$ cat src/rtl/wsb_pkg.sv
package wsb_pkg;
  localparam int DW_OFS_W = 3;
  localparam logic [2:0] AXSIZE_DW = 3'd3;
  localparam logic [1:0] BURST_INCR = 2'b01;

  typedef enum logic [2:0] {
    S_IDLE, S_BAW, S_BW, S_DAW, S_DW
  } issue_state_e;

  function automatic logic [7:0] lane_mask(input logic [1:0] size, input logic [2:0] ofs);
    logic [7:0] base;
    case (size)
      2'd0: base = 8'h01;
      2'd1: base = 8'h03;
      default: base = 8'h0F;
    endcase
    return base << ofs;
  endfunction

  function automatic logic [63:0] lane_data(input logic [31:0] d, input logic [2:0] ofs);
    return {32'h0, d} << {ofs, 3'b000};
  endfunction

  function automatic logic [63:0] byte_expand(input logic [7:0] m);
    logic [63:0] r;
    for (int b = 0; b < 8; b++) r[b*8 +: 8] = {8{m[b]}};
    return r;
  endfunction
endpackage

$ cat src/rtl/wsb_entry_bank.sv
module wsb_entry_bank import wsb_pkg::*; #(
  parameter int NUM_ENT = 4,
  parameter int TAG_W = 29
) (
  input  logic                            clk,
  input  logic                            rst_n,
  input  logic                            wr_en,
  input  logic [TAG_W-1:0]                wr_tag,
  input  logic [7:0]                      wr_mask,
  input  logic [63:0]                     wr_data,
  input  logic                            free_en,
  input  logic [TAG_W-1:0]                rd_tag,
  output logic [NUM_ENT-1:0]              ent_valid,
  output logic [NUM_ENT-1:0][TAG_W-1:0]   ent_tag,
  output logic                            wr_hit,
  output logic                            has_free,
  output logic                            rd_hit,
  output logic [63:0]                     rd_data,
  output logic [7:0]                      rd_mask
);
  logic [NUM_ENT-1:0]       hit_v;
  logic [NUM_ENT-1:0]       alloc_oh;
  logic [NUM_ENT-1:0][7:0]  mask_a;
  logic [NUM_ENT-1:0][63:0] data_a;
  logic [63:0]              wr_bits;

  assign wr_bits = byte_expand(wr_mask);

  always_comb begin
    logic taken;
    taken = 1'b0;
    for (int i = 0; i < NUM_ENT; i++) begin
      alloc_oh[i] = !ent_valid[i] && !taken;
      taken = taken | !ent_valid[i];
    end
  end

  assign wr_hit   = |hit_v;
  assign has_free = !(&ent_valid);

  genvar g;
  generate
    for (g = 0; g < NUM_ENT; g++) begin : g_ent
      logic             v_q;
      logic [TAG_W-1:0] t_q;
      logic [7:0]       m_q;
      logic [63:0]      d_q;
      logic             take;

      assign hit_v[g] = v_q && (t_q == wr_tag);
      assign take     = wr_en && (hit_v[g] || (!wr_hit && alloc_oh[g]));

      always_ff @(posedge clk) begin
        if (!rst_n) begin
          v_q <= 1'b0;
          t_q <= '0;
          m_q <= '0;
          d_q <= '0;
        end else if (take) begin
          v_q <= 1'b1;
          t_q <= wr_tag;
          m_q <= (hit_v[g] ? m_q : 8'h00) | wr_mask;
          d_q <= ((hit_v[g] ? d_q : 64'h0) & ~wr_bits) | (wr_data & wr_bits);
        end else if (free_en && v_q && (t_q == rd_tag)) begin
          v_q <= 1'b0;
        end
      end

      assign ent_valid[g] = v_q;
      assign ent_tag[g]   = t_q;
      assign mask_a[g]    = m_q;
      assign data_a[g]    = d_q;
    end
  endgenerate

  always_comb begin
    rd_hit  = 1'b0;
    rd_data = '0;
    rd_mask = '0;
    for (int i = 0; i < NUM_ENT; i++) begin
      if (ent_valid[i] && ent_tag[i] == rd_tag) begin
        rd_hit  = 1'b1;
        rd_data = data_a[i];
        rd_mask = mask_a[i];
      end
    end
  end
endmodule

$ cat src/rtl/wsb_burst_plan.sv
module wsb_burst_plan #(
  parameter int NUM_ENT = 4,
  parameter int TAG_W = 29,
  parameter int BEAT_W = 2
) (
  input  logic [NUM_ENT-1:0]            ent_valid,
  input  logic [NUM_ENT-1:0][TAG_W-1:0] ent_tag,
  output logic                          any_valid,
  output logic                          full,
  output logic [TAG_W-1:0]              base_tag,
  output logic [BEAT_W-1:0]             last_off
);
  logic [BEAT_W-1:0] off_v;

  assign full = &ent_valid;

  always_comb begin
    any_valid = 1'b0;
    base_tag  = '1;
    for (int i = 0; i < NUM_ENT; i++) begin
      if (ent_valid[i] && (!any_valid || ent_tag[i] < base_tag)) begin
        base_tag  = ent_tag[i];
        any_valid = 1'b1;
      end
    end
  end

  always_comb begin
    last_off = '0;
    off_v    = '0;
    for (int i = 0; i < NUM_ENT; i++) begin
      off_v = ent_tag[i][BEAT_W-1:0] - base_tag[BEAT_W-1:0];
      if (ent_valid[i] && (ent_tag[i][TAG_W-1:BEAT_W] == base_tag[TAG_W-1:BEAT_W])
          && off_v > last_off)
        last_off = off_v;
    end
  end
endmodule

$ cat src/rtl/wsb_issue.sv
module wsb_issue import wsb_pkg::*; #(
  parameter int ADDR_W = 32,
  parameter int TAG_W = 29,
  parameter int BEAT_W = 2
) (
  input  logic              clk,
  input  logic              rst_n,
  input  logic              drain_req,
  input  logic [TAG_W-1:0]  plan_base,
  input  logic [BEAT_W-1:0] plan_last,
  input  logic              dev_take,
  input  logic [ADDR_W-1:0] dev_addr,
  input  logic [1:0]        dev_size,
  input  logic [63:0]       dev_data,
  input  logic [7:0]        dev_strb,
  input  logic              rd_hit,
  input  logic [63:0]       rd_data,
  input  logic [7:0]        rd_mask,
  input  logic              aw_ready,
  input  logic              w_ready,
  output logic              idle,
  output logic [TAG_W-1:0]  rd_tag,
  output logic              free_en,
  output logic              aw_valid,
  output logic [ADDR_W-1:0] aw_addr,
  output logic [7:0]        aw_len,
  output logic [2:0]        aw_size,
  output logic [1:0]        aw_burst,
  output logic              w_valid,
  output logic [63:0]       w_data,
  output logic [7:0]        w_strb,
  output logic              w_last
);
  issue_state_e      state;
  logic [TAG_W-1:0]  base_r;
  logic [BEAT_W-1:0] last_r;
  logic [BEAT_W-1:0] cnt;
  logic [ADDR_W-1:0] dev_addr_r;
  logic [1:0]        dev_size_r;
  logic [63:0]       dev_data_r;
  logic [7:0]        dev_strb_r;
  logic              beat_last;

  assign beat_last = (cnt == last_r);

  always_ff @(posedge clk) begin
    if (!rst_n) begin
      state      <= S_IDLE;
      base_r     <= '0;
      last_r     <= '0;
      cnt        <= '0;
      dev_addr_r <= '0;
      dev_size_r <= '0;
      dev_data_r <= '0;
      dev_strb_r <= '0;
    end else begin
      case (state)
        S_IDLE: begin
          if (dev_take) begin
            dev_addr_r <= dev_addr;
            dev_size_r <= dev_size;
            dev_data_r <= dev_data;
            dev_strb_r <= dev_strb;
            state      <= S_DAW;
          end else if (drain_req) begin
            base_r <= plan_base;
            last_r <= plan_last;
            cnt    <= '0;
            state  <= S_BAW;
          end
        end
        S_BAW: if (aw_ready) state <= S_BW;
        S_BW: begin
          if (w_ready) begin
            if (beat_last) state <= S_IDLE;
            else cnt <= cnt + 1'b1;
          end
        end
        S_DAW: if (aw_ready) state <= S_DW;
        S_DW:  if (w_ready) state <= S_IDLE;
        default: state <= S_IDLE;
      endcase
    end
  end

  assign idle     = (state == S_IDLE);
  assign rd_tag   = base_r + TAG_W'(cnt);
  assign free_en  = (state == S_BW) && w_ready && rd_hit;

  assign aw_valid = (state == S_BAW) || (state == S_DAW);
  assign aw_addr  = (state == S_DAW) ? dev_addr_r : {base_r, {DW_OFS_W{1'b0}}};
  assign aw_len   = (state == S_BAW) ? 8'(last_r) : 8'd0;
  assign aw_size  = (state == S_BAW) ? AXSIZE_DW : {1'b0, dev_size_r};
  assign aw_burst = BURST_INCR;

  assign w_valid  = (state == S_BW) || (state == S_DW);
  assign w_data   = (state == S_BW) ? rd_data : dev_data_r;
  assign w_strb   = (state == S_BW) ? (rd_hit ? rd_mask : 8'h00) : dev_strb_r;
  assign w_last   = (state == S_DW) || ((state == S_BW) && beat_last);
endmodule

$ cat src/rtl/wmerge_store_buf.sv
module wmerge_store_buf import wsb_pkg::*; #(
  parameter int ADDR_W = 32,
  parameter int NUM_ENT = 4,
  parameter int BLOCK_BEATS = 4
) (
  input  logic              clk,
  input  logic              rst_n,
  input  logic              st_valid,
  output logic              st_ready,
  input  logic [ADDR_W-1:0] st_addr,
  input  logic [1:0]        st_size,
  input  logic [31:0]       st_data,
  input  logic              st_device,
  input  logic              flush,
  output logic              aw_valid,
  input  logic              aw_ready,
  output logic [ADDR_W-1:0] aw_addr,
  output logic [7:0]        aw_len,
  output logic [2:0]        aw_size,
  output logic [1:0]        aw_burst,
  output logic              w_valid,
  input  logic              w_ready,
  output logic [63:0]       w_data,
  output logic [7:0]        w_strb,
  output logic              w_last
);
  localparam int TAG_W  = ADDR_W - DW_OFS_W;
  localparam int BEAT_W = $clog2(BLOCK_BEATS);

  logic [NUM_ENT-1:0]            ent_valid;
  logic [NUM_ENT-1:0][TAG_W-1:0] ent_tag;
  logic              wr_hit, has_free, rd_hit, free_en;
  logic [63:0]       rd_data;
  logic [7:0]        rd_mask;
  logic [TAG_W-1:0]  rd_tag, plan_base;
  logic [BEAT_W-1:0] plan_last;
  logic              any_valid, full, idle, drain_req, wr_en, dev_take;
  logic [7:0]        st_mask;
  logic [63:0]       st_lane;

  assign st_mask   = lane_mask(st_size, st_addr[2:0]);
  assign st_lane   = lane_data(st_data, st_addr[2:0]);
  assign drain_req = any_valid && (full || flush || (st_valid && st_device));
  assign st_ready  = idle && !drain_req &&
                     (st_device ? !any_valid : (wr_hit || has_free));
  assign wr_en     = st_valid && st_ready && !st_device;
  assign dev_take  = st_valid && st_ready && st_device;

  wsb_entry_bank #(.NUM_ENT(NUM_ENT), .TAG_W(TAG_W)) u_bank (
    .clk(clk), .rst_n(rst_n),
    .wr_en(wr_en), .wr_tag(st_addr[ADDR_W-1:DW_OFS_W]), .wr_mask(st_mask), .wr_data(st_lane),
    .free_en(free_en), .rd_tag(rd_tag),
    .ent_valid(ent_valid), .ent_tag(ent_tag),
    .wr_hit(wr_hit), .has_free(has_free),
    .rd_hit(rd_hit), .rd_data(rd_data), .rd_mask(rd_mask)
  );

  wsb_burst_plan #(.NUM_ENT(NUM_ENT), .TAG_W(TAG_W), .BEAT_W(BEAT_W)) u_plan (
    .ent_valid(ent_valid), .ent_tag(ent_tag),
    .any_valid(any_valid), .full(full), .base_tag(plan_base), .last_off(plan_last)
  );

  wsb_issue #(.ADDR_W(ADDR_W), .TAG_W(TAG_W), .BEAT_W(BEAT_W)) u_issue (
    .clk(clk), .rst_n(rst_n),
    .drain_req(drain_req), .plan_base(plan_base), .plan_last(plan_last),
    .dev_take(dev_take), .dev_addr(st_addr), .dev_size(st_size),
    .dev_data(st_lane), .dev_strb(st_mask),
    .rd_hit(rd_hit), .rd_data(rd_data), .rd_mask(rd_mask),
    .aw_ready(aw_ready), .w_ready(w_ready),
    .idle(idle), .rd_tag(rd_tag), .free_en(free_en),
    .aw_valid(aw_valid), .aw_addr(aw_addr), .aw_len(aw_len), .aw_size(aw_size),
    .aw_burst(aw_burst),
    .w_valid(w_valid), .w_data(w_data), .w_strb(w_strb), .w_last(w_last)
  );
endmodule

$ cat config.mk
export PLATFORM = sky130hd
export DESIGN_NAME = wmerge_store_buf
export DESIGN_NICKNAME = d
export VERILOG_FILES = /design/src/rtl/wsb_pkg.sv /design/src/rtl/wsb_entry_bank.sv /design/src/rtl/wsb_burst_plan.sv /design/src/rtl/wsb_issue.sv /design/src/rtl/wmerge_store_buf.sv
export SDC_FILE = /design/constraint.sdc
export NUM_CORES = 2
export LEC_CHECK = 0
export BUFFER_PORTS_ARGS = -buffer_cell sky130_fd_sc_hd__buf_4
export CORE_MARGIN = 2
export CORE_UTILIZATION = 30
export CTS_BUF_LIST = sky130_fd_sc_hd__clkbuf_16
export DETAILED_ROUTE_END_ITERATION = 12
export PLACE_DENSITY_LB_ADDON = 0.05
export SETUP_SLACK_MARGIN = 0.05
export SKIP_LAST_GASP = 1
export SLEW_MARGIN = 30
export SYNTH_ARGS = -nofsm -noshare
export SYNTH_HDL_FRONTEND = slang
export SYNTH_SLANG_ARGS = --single-unit
$ cat constraint.sdc
create_clock -name clk -period 28.2 [get_ports clk]
set_input_delay 4.23 -clock clk [delete_from_list [all_inputs] [get_ports clk]]
set_output_delay 4.23 -clock clk [all_outputs]
set_load 0.02 [all_outputs]
* Word level (Yosys, flattened, before mapping)
Index checks and enable logic that the tools add are counted.
Word-level totals: flip-flop bits (word level) 550, word-level logic and storage cells 232
Cells by class: add/subtract/negate cells 6, $lt $le $gt $ge 7, equality and inequality tests 27, shifts and indexed selects 2, muxes and demuxes 61, bitwise logic cells 17, reduce and logical (&&, ||, !) cells 88
Operators by type and width (number):
- $mux 64 | 9
- $and 64x64->64 | 5
- $or 64x64->64 | 4
- $eq 29x29->1 | 8
- $mux 29 | 4
- $eq 27x27->1 | 4
- $lt 29x29->1 | 3
- $mux 8 | 10
- $not 64->64 | 1
- $shl 32x6->64 | 1
- $logic_and 1x1->1 | 48
- $mux 32 | 1
- $or 8x8->8 | 4
- $add 29x2->29 | 1
- $mux 3 | 7
- $mux 2 | 10
- $mux 1 | 17
- $pmux 3 s5 | 1
- $logic_not 1->1 | 14
- $logic_or 1x1->1 | 13
- $ne 2x2->1 const B | 6
- $reduce_bool 2->1 | 5
- $pmux 4 s2 | 1
- $shl 8x3->8 | 1
- other kinds (22) | 30

* Logic depth before layout (Yosys ltp)
depth after elaboration 26, mapped depth 87, mapped depth without buffers 76

* By module
A second synthesis with hierarchy kept.
Unflattened totals: cells, all modules 4199, area total of the unflattened synthesis 33453.3 µm²
Modules (own cells, without submodules):
- wsb_entry_bank | times used 1, cells an instance 2148, area each 19218.4 µm², seq. area each 8167.8 µm²
- wsb_issue | times used 1, cells an instance 1015, area each 6980.4 µm², seq. area each 2842.7 µm²
- wsb_burst_plan | times used 1, cells an instance 853, area each 5963.2 µm², seq. area each 0.0 µm²
- wmerge_store_buf | times used 1, cells an instance 183, area each 1291.2 µm², seq. area each 0.0 µm²

* Worst setup path before layout
No wires, ideal clock.
path kind reg2reg, start point reg u_bank.g_ent[0].v_q, end point reg u_issue.last_r[1], data arrival time 16.156 ns, required time 28.085 ns, setup slack 11.929 ns, stages on the path, launching flop included 82, path buffers 11, period minus slack after synthesis 16.271 ns, cell sequence dfxtp_1 buf_2 clkinv_1 clkbuf_1 clkbuf_1 nor2_1 ha_1 nand2_1 nor3_1 a41oi_1 or2_1 nand2_1 clkbuf_1 clkbuf_1 buf_1 o21a_1 inv_1 ha_1 [46 not listed] nor4_1 o2111ai_1 or4_1 or4_4 nor2_1 a21o_1 ha_1 nand2_1 nand2_1 nor2_1 nand2_1 or4_1 a2111oi_0 nand3_1 nor3_1 a22o_1 a2111oi_2 o21a_1
Between the ends: word-level cells in the longest chain between the ends 26
Ends and longest elaborated chain:
- from (decl) | RTL line wsb_entry_bank.sv:44 | logic v_q;
- from (signal assigned) | RTL line wsb_entry_bank.sv:55 | v_q <= 1'b0;
- from (signal assigned) | RTL line wsb_entry_bank.sv:60 | v_q <= 1'b1;
- from (signal assigned) | RTL line wsb_entry_bank.sv:65 | v_q <= 1'b0;
- $mux 29 or $mux 1 (tied branches) | RTL line wsb_burst_plan.sv:21 | if (ent_valid[i] && (!any_valid || ent_tag[i] < base_tag)) begin
- $lt 29x29->1 or $logic_not 1->1 (tied branches) | RTL line wsb_burst_plan.sv:21
- $logic_or 1x1->1 | RTL line wsb_burst_plan.sv:21
- $logic_and 1x1->1 | RTL line wsb_burst_plan.sv:21
- $mux 29 or $mux 1 (tied branches) | RTL line wsb_burst_plan.sv:21
- $lt 29x29->1 or $logic_not 1->1 (tied branches) | RTL line wsb_burst_plan.sv:21
- $logic_or 1x1->1 | RTL line wsb_burst_plan.sv:21
- $logic_and 1x1->1 | RTL line wsb_burst_plan.sv:21
- [5 not listed]
- via plan_base[0] | RTL line wmerge_store_buf.sv:35 | logic [TAG_W-1:0] rd_tag, plan_base;
- [5 not listed]
- $logic_and 1x1->1 | RTL line wsb_burst_plan.sv:34 | && off_v > last_off)
- $mux 2 | RTL line wsb_burst_plan.sv:33 | if (ent_valid[i] && (ent_tag[i][TAG_W-1:BEAT_W] == base_tag[TAG_W-1:BEAT_W])
- $gt 2x2->1 | RTL line wsb_burst_plan.sv:34
- $logic_and 1x1->1 | RTL line wsb_burst_plan.sv:34
- $mux 2 | RTL line wsb_burst_plan.sv:33
- $gt 2x2->1 | RTL line wsb_burst_plan.sv:34
- $logic_and 1x1->1 | RTL line wsb_burst_plan.sv:34
- $mux 2 (*) | RTL line wsb_burst_plan.sv:33
- to (signal assigned) | RTL line wsb_issue.sv:67 | last_r <= plan_last;
- to (decl) | RTL line wsb_issue.sv:36 | logic [BEAT_W-1:0] last_r;
Mark *: on every way through the listed nets, which the timed path passes. The rest lies on a longest branch. A chain may end at the register's enable or synchronous reset.

* Worst setup path in the final report
start point reg u_bank.g_ent[0].v_q, end point reg u_issue.last_r[0]
Between the ends: word-level cells in the longest chain between the ends 26
Ends and longest elaborated chain (RTL line):
- $mux 29 or $mux 1 (tied branches) | wsb_burst_plan.sv:21
- $lt 29x29->1 or $logic_not 1->1 (tied branches) | wsb_burst_plan.sv:21
- $logic_or 1x1->1 | wsb_burst_plan.sv:21
- $logic_and 1x1->1 | wsb_burst_plan.sv:21
- $mux 29 or $mux 1 (tied branches) | wsb_burst_plan.sv:21
- $lt 29x29->1 or $logic_not 1->1 (tied branches) | wsb_burst_plan.sv:21
- $logic_or 1x1->1 | wsb_burst_plan.sv:21
- $logic_and 1x1->1 | wsb_burst_plan.sv:21
- [10 not listed]
- $logic_and 1x1->1 | wsb_burst_plan.sv:34
- $mux 2 | wsb_burst_plan.sv:33
- $gt 2x2->1 | wsb_burst_plan.sv:34
- $logic_and 1x1->1 | wsb_burst_plan.sv:34
- $mux 2 | wsb_burst_plan.sv:33
- $gt 2x2->1 | wsb_burst_plan.sv:34
- $logic_and 1x1->1 | wsb_burst_plan.sv:34
- $mux 2 | wsb_burst_plan.sv:33
Parallel ways exist; a longest one is shown, timed or not.

==> metrics.txt <==
aggregate global-route resource usage=30.37%; post-synthesis average cell area=7.766 sq um; flops & latches, synth=550; Yosys warnings=0; clock latency on the worst-skew pair=660 ps; worst hold margin=457.8 ps; routability congestion estimate from global placement=1.053; final net count=4643; required time of the critical path=28740 ps; vias in the first global route=33.08k; Crit path buffers/inverters=7; setup repair after global routing missed its margin=no; maximum fanout along the worst path=50; number of vias after detailed routing=34.44k; R2R cell count=67; initial antenna violation count=4; remaining number of nets flagged by the antenna check after routing=0; worst clock skew=40.64 ps; Setup-failing EPs final=0; worst-case vdd ir drop=0.00004439 V; layout filler cell count=12.48k; cell area after synthesis=35060 sq um; Placed Cells=5930; Max-Cap Viols=0; largest net degree at the start of global routing=216; Worst Hold Launch=u_issue.dev_addr_r[9]; number of unique standard cell types used by synthesis=100; commonest register cell after synthesis=sky130_fd_sc_hd__dfxtp_1; Setup CP Type=flop to flop; Hold Crit Class=flop to flop; number of enable-type register cells in the synthesized netlist=0; DRC violations left=0; ys async rst share=0%; element type at the critical path start=flop; via density per instance=5.684; standby leakage power=14.44 nW; number of optimization iterations in the first detailed-route pass=6; starting density of the core=30.21%; endpoints failing hold=0; total negative slack=0 ps; slowest cell on the critical path=sky130_fd_sc_hd__a2111oi_0; share of layout cells above drive strength 1=11.40%; Slowest Stage Delay on Critical Path=980 ps; Total Routed Length=188900 um; Clk pin slew, worst setup/hold paths=60 ps; Critical Path AT=19780 ps; global-route wire length before repair=262600 um; delay-heaviest family, CP=simple AND/OR/NAND/NOR gates; TritonCTS Buffers=73; status=finished clean; worst hold endpoint=u_issue.dev_addr_r[9]; slew at the pin with the worst max-slew slack=1094 ps; Tot Pwr=2.708 mW; number of rows in the core area=125; Relative slew margins=25.17%; remaining global-route overflow=0; number of clock sinks=550; Area growth syn-to-layout=14.22%; post-CTS setup buffer count=0; Routed WL per cell=31.16 um; I/O pin count=194; count of buffers from port buffering=184; core area=116000 sq um; Post-CTS Resized=0; final period utilization=68.23%; final core utilization=34.50%; register area share after synthesis=31.41%; CTS tree=built; drt initial violations=3534; final number of max-transition violations=0; worst reg2reg endpoint=u_issue.last_r[0]; Setup crit end kind=flop; depth of the CTS H-tree=3; reg-to-reg setup timing slack=8960 ps; cell at the root of the clock tree=sky130_fd_sc_hd__clkbuf_16; Worst Hold Depth=2; fin crit period=19240 ps; Pwr per Cell Area=67.63 nW/um^2; non-filler instance count after layout=6060; die area=119600 sq um; HPWL after detailed placement=130400 um; Die X=345.8 um; source of the worst register-to-register timing path=u_bank.g_ent[0].v_q; CTS Buffer Depth=3; post-cts hold buffer count=0; Post-Syn Instances=4514; height of the die=345.8 um; f_max=51.98 MHz
[report_power, final]
part | switching, mW | internal, mW
logic | 0.645 | 0.302
clock network | 0.394 | 0.507
registers | 0.0452 | 0.815
[kinds of logic after synthesis]
kind of cell,synth area share (%)
other,0.02142
muxes,3.433
AOI/OAI and AO/OA,24.86
xor gates and xnor gates,7.745
DFF,31.41
adders and majority gates,3.255
buffers and inverters,5.846
and+or+nand+nor,23.43
[Yosys cell counts, types with 34 or more instances]
library cell | count | area (sq um)
sky130_fd_sc_hd__a21boi_0 | 147 | 1104
sky130_fd_sc_hd__nand4_1 | 63 | 394.1
sky130_fd_sc_hd__a22oi_1 | 300 | 2252
sky130_fd_sc_hd__nor2b_1 | 375 | 2346
sky130_fd_sc_hd__nor3_1 | 90 | 450.4
sky130_fd_sc_hd__nand2_1 | 646 | 2425
sky130_fd_sc_hd__a31oi_1 | 76 | 475.5
sky130_fd_sc_hd__inv_1 | 96 | 360.4
sky130_fd_sc_hd__o21ai_0 | 109 | 545.5
sky130_fd_sc_hd__clkbuf_1 | 346 | 1299
sky130_fd_sc_hd__buf_1 | 36 | 135.1
sky130_fd_sc_hd__a21oi_1 | 176 | 880.8
sky130_fd_sc_hd__o21ai_1 | 39 | 195.2
sky130_fd_sc_hd__mux2i_1 | 50 | 500.5
sky130_fd_sc_hd__ha_1 | 88 | 1101
sky130_fd_sc_hd__xnor2_1 | 169 | 1480
sky130_fd_sc_hd__o211ai_1 | 148 | 1111
sky130_fd_sc_hd__dfxtp_1 | 550 | 11010
sky130_fd_sc_hd__and2_1 | 34 | 212.7
sky130_fd_sc_hd__xor2_1 | 141 | 1235
sky130_fd_sc_hd__nor2_1 | 289 | 1085
sky130_fd_sc_hd__nand3_1 | 49 | 245.2
sky130_fd_sc_hd__mux2_2 | 49 | 551.8
sky130_fd_sc_hd__nor4_1 | 47 | 294.0
[registers in the layout (all words and copies together) (netlist names)]
signal              count
u_issue.cnt             2
u_issue.dev_size_r      2
u_issue.state           3
u_bank.g_ent.m_q       32
u_issue.base_r         29
u_issue.dev_strb_r      8
u_issue.dev_data_r     64
u_bank.g_ent.t_q      116
u_issue.dev_addr_r     32
u_bank.g_ent.d_q      256
u_bank.g_ent.v_q        4
u_issue.last_r          2
[cell type report]
class / instances / area (sq um) / share of cell area, %
Antenna cell: 1 / 2.502 / 0.006250
Clock inverter: 55 / 422.9 / 1.056
Tap cell: 1524 / 1907 / 4.762
Multi-Input combinational cell: 3455 / 22150 / 55.31
Inverter: 98 / 369.1 / 0.9218
Sequential cell: 550 / 11010 / 27.50
Timing Repair Buffer: 303 / 2331 / 5.822
Clock buffer: 74 / 1852 / 4.625
[through the flow]
| stage | setup WS (ps) | instance area [sq um] |
|---|---|---|
| finish | 8960 | 40040 |
| global route | 7935 | 40040 |
| global placement | 8814 | 37710 |
| floorplan | 11930 | 35080 |
| detailed placement | 9013 | 37750 |
| CTS | 8969 | 40030 |
[layer usage]
| layer | vias up | GRT usage, % | routed length [um] |
|---|---|---|---|
| li1 | 15811 | - | - |
| met1 | 16917 | 39.22 | 80460 |
| met2 | 1331 | 49.03 | 85960 |
| met3 | 381 | 4.373 | 11260 |
| met4 | 4 | 15.81 | 11150 |
| met5 | - | 0 | 26 |
[layout by cell type (no fill, tap or decap), types with 11 or more instances in the layout]
master and count:
sky130_fd_sc_hd__a211oi_1 18, sky130_fd_sc_hd__a21boi_0 147, sky130_fd_sc_hd__a21o_1 20, sky130_fd_sc_hd__a21oi_1 174, sky130_fd_sc_hd__a22oi_1 300, sky130_fd_sc_hd__a31oi_1 76, sky130_fd_sc_hd__and2_1 32, sky130_fd_sc_hd__and3_1 15
sky130_fd_sc_hd__buf_4 298, sky130_fd_sc_hd__clkbuf_16 74, sky130_fd_sc_hd__clkinv_1 14, sky130_fd_sc_hd__dfxtp_1 550, sky130_fd_sc_hd__ha_1 88, sky130_fd_sc_hd__inv_1 118, sky130_fd_sc_hd__mux2_2 49, sky130_fd_sc_hd__mux2i_1 50
sky130_fd_sc_hd__nand2_1 642, sky130_fd_sc_hd__nand2b_1 14, sky130_fd_sc_hd__nand3_1 48, sky130_fd_sc_hd__nand4_1 63, sky130_fd_sc_hd__nor2_1 287, sky130_fd_sc_hd__nor2b_1 372, sky130_fd_sc_hd__nor3_1 90, sky130_fd_sc_hd__nor4_1 45
sky130_fd_sc_hd__o2111ai_1 11, sky130_fd_sc_hd__o211a_1 33, sky130_fd_sc_hd__o211ai_1 148, sky130_fd_sc_hd__o21a_1 19, sky130_fd_sc_hd__o21ai_0 108, sky130_fd_sc_hd__o21ai_1 39, sky130_fd_sc_hd__o22ai_1 32, sky130_fd_sc_hd__or2_2 14
sky130_fd_sc_hd__or3_1 14, sky130_fd_sc_hd__or4_1 11, sky130_fd_sc_hd__xnor2_1 169, sky130_fd_sc_hd__xor2_1 141
[worst max path at each step]
stage / to / slack, ps / from / cells after the start
2_1_floorplan: u_issue.last_r[1] / 11930 / u_bank.g_ent[0].v_q / 81
3_3_place_gp: u_issue.last_r[0] / 8810 / u_bank.g_ent[0].v_q / 67
3_5_place_dp: u_issue.last_r[1] / 9010 / u_bank.g_ent[0].v_q / 71
4_1_cts: u_issue.last_r[0] / 8970 / u_bank.g_ent[0].v_q / 71
5_1_grt: u_issue.last_r[0] / 7930 / u_bank.g_ent[0].v_q / 71
6_report: u_issue.last_r[0] / 8960 / u_bank.g_ent[0].v_q / 67
[tightest hold or removal path, stage by stage, from the launching register on]
cell	delay, ps
sky130_fd_sc_hd__dfxtp_1	300
sky130_fd_sc_hd__nand2_1	40
sky130_fd_sc_hd__a21boi_0	60
(Power assumes the default switching activity.)
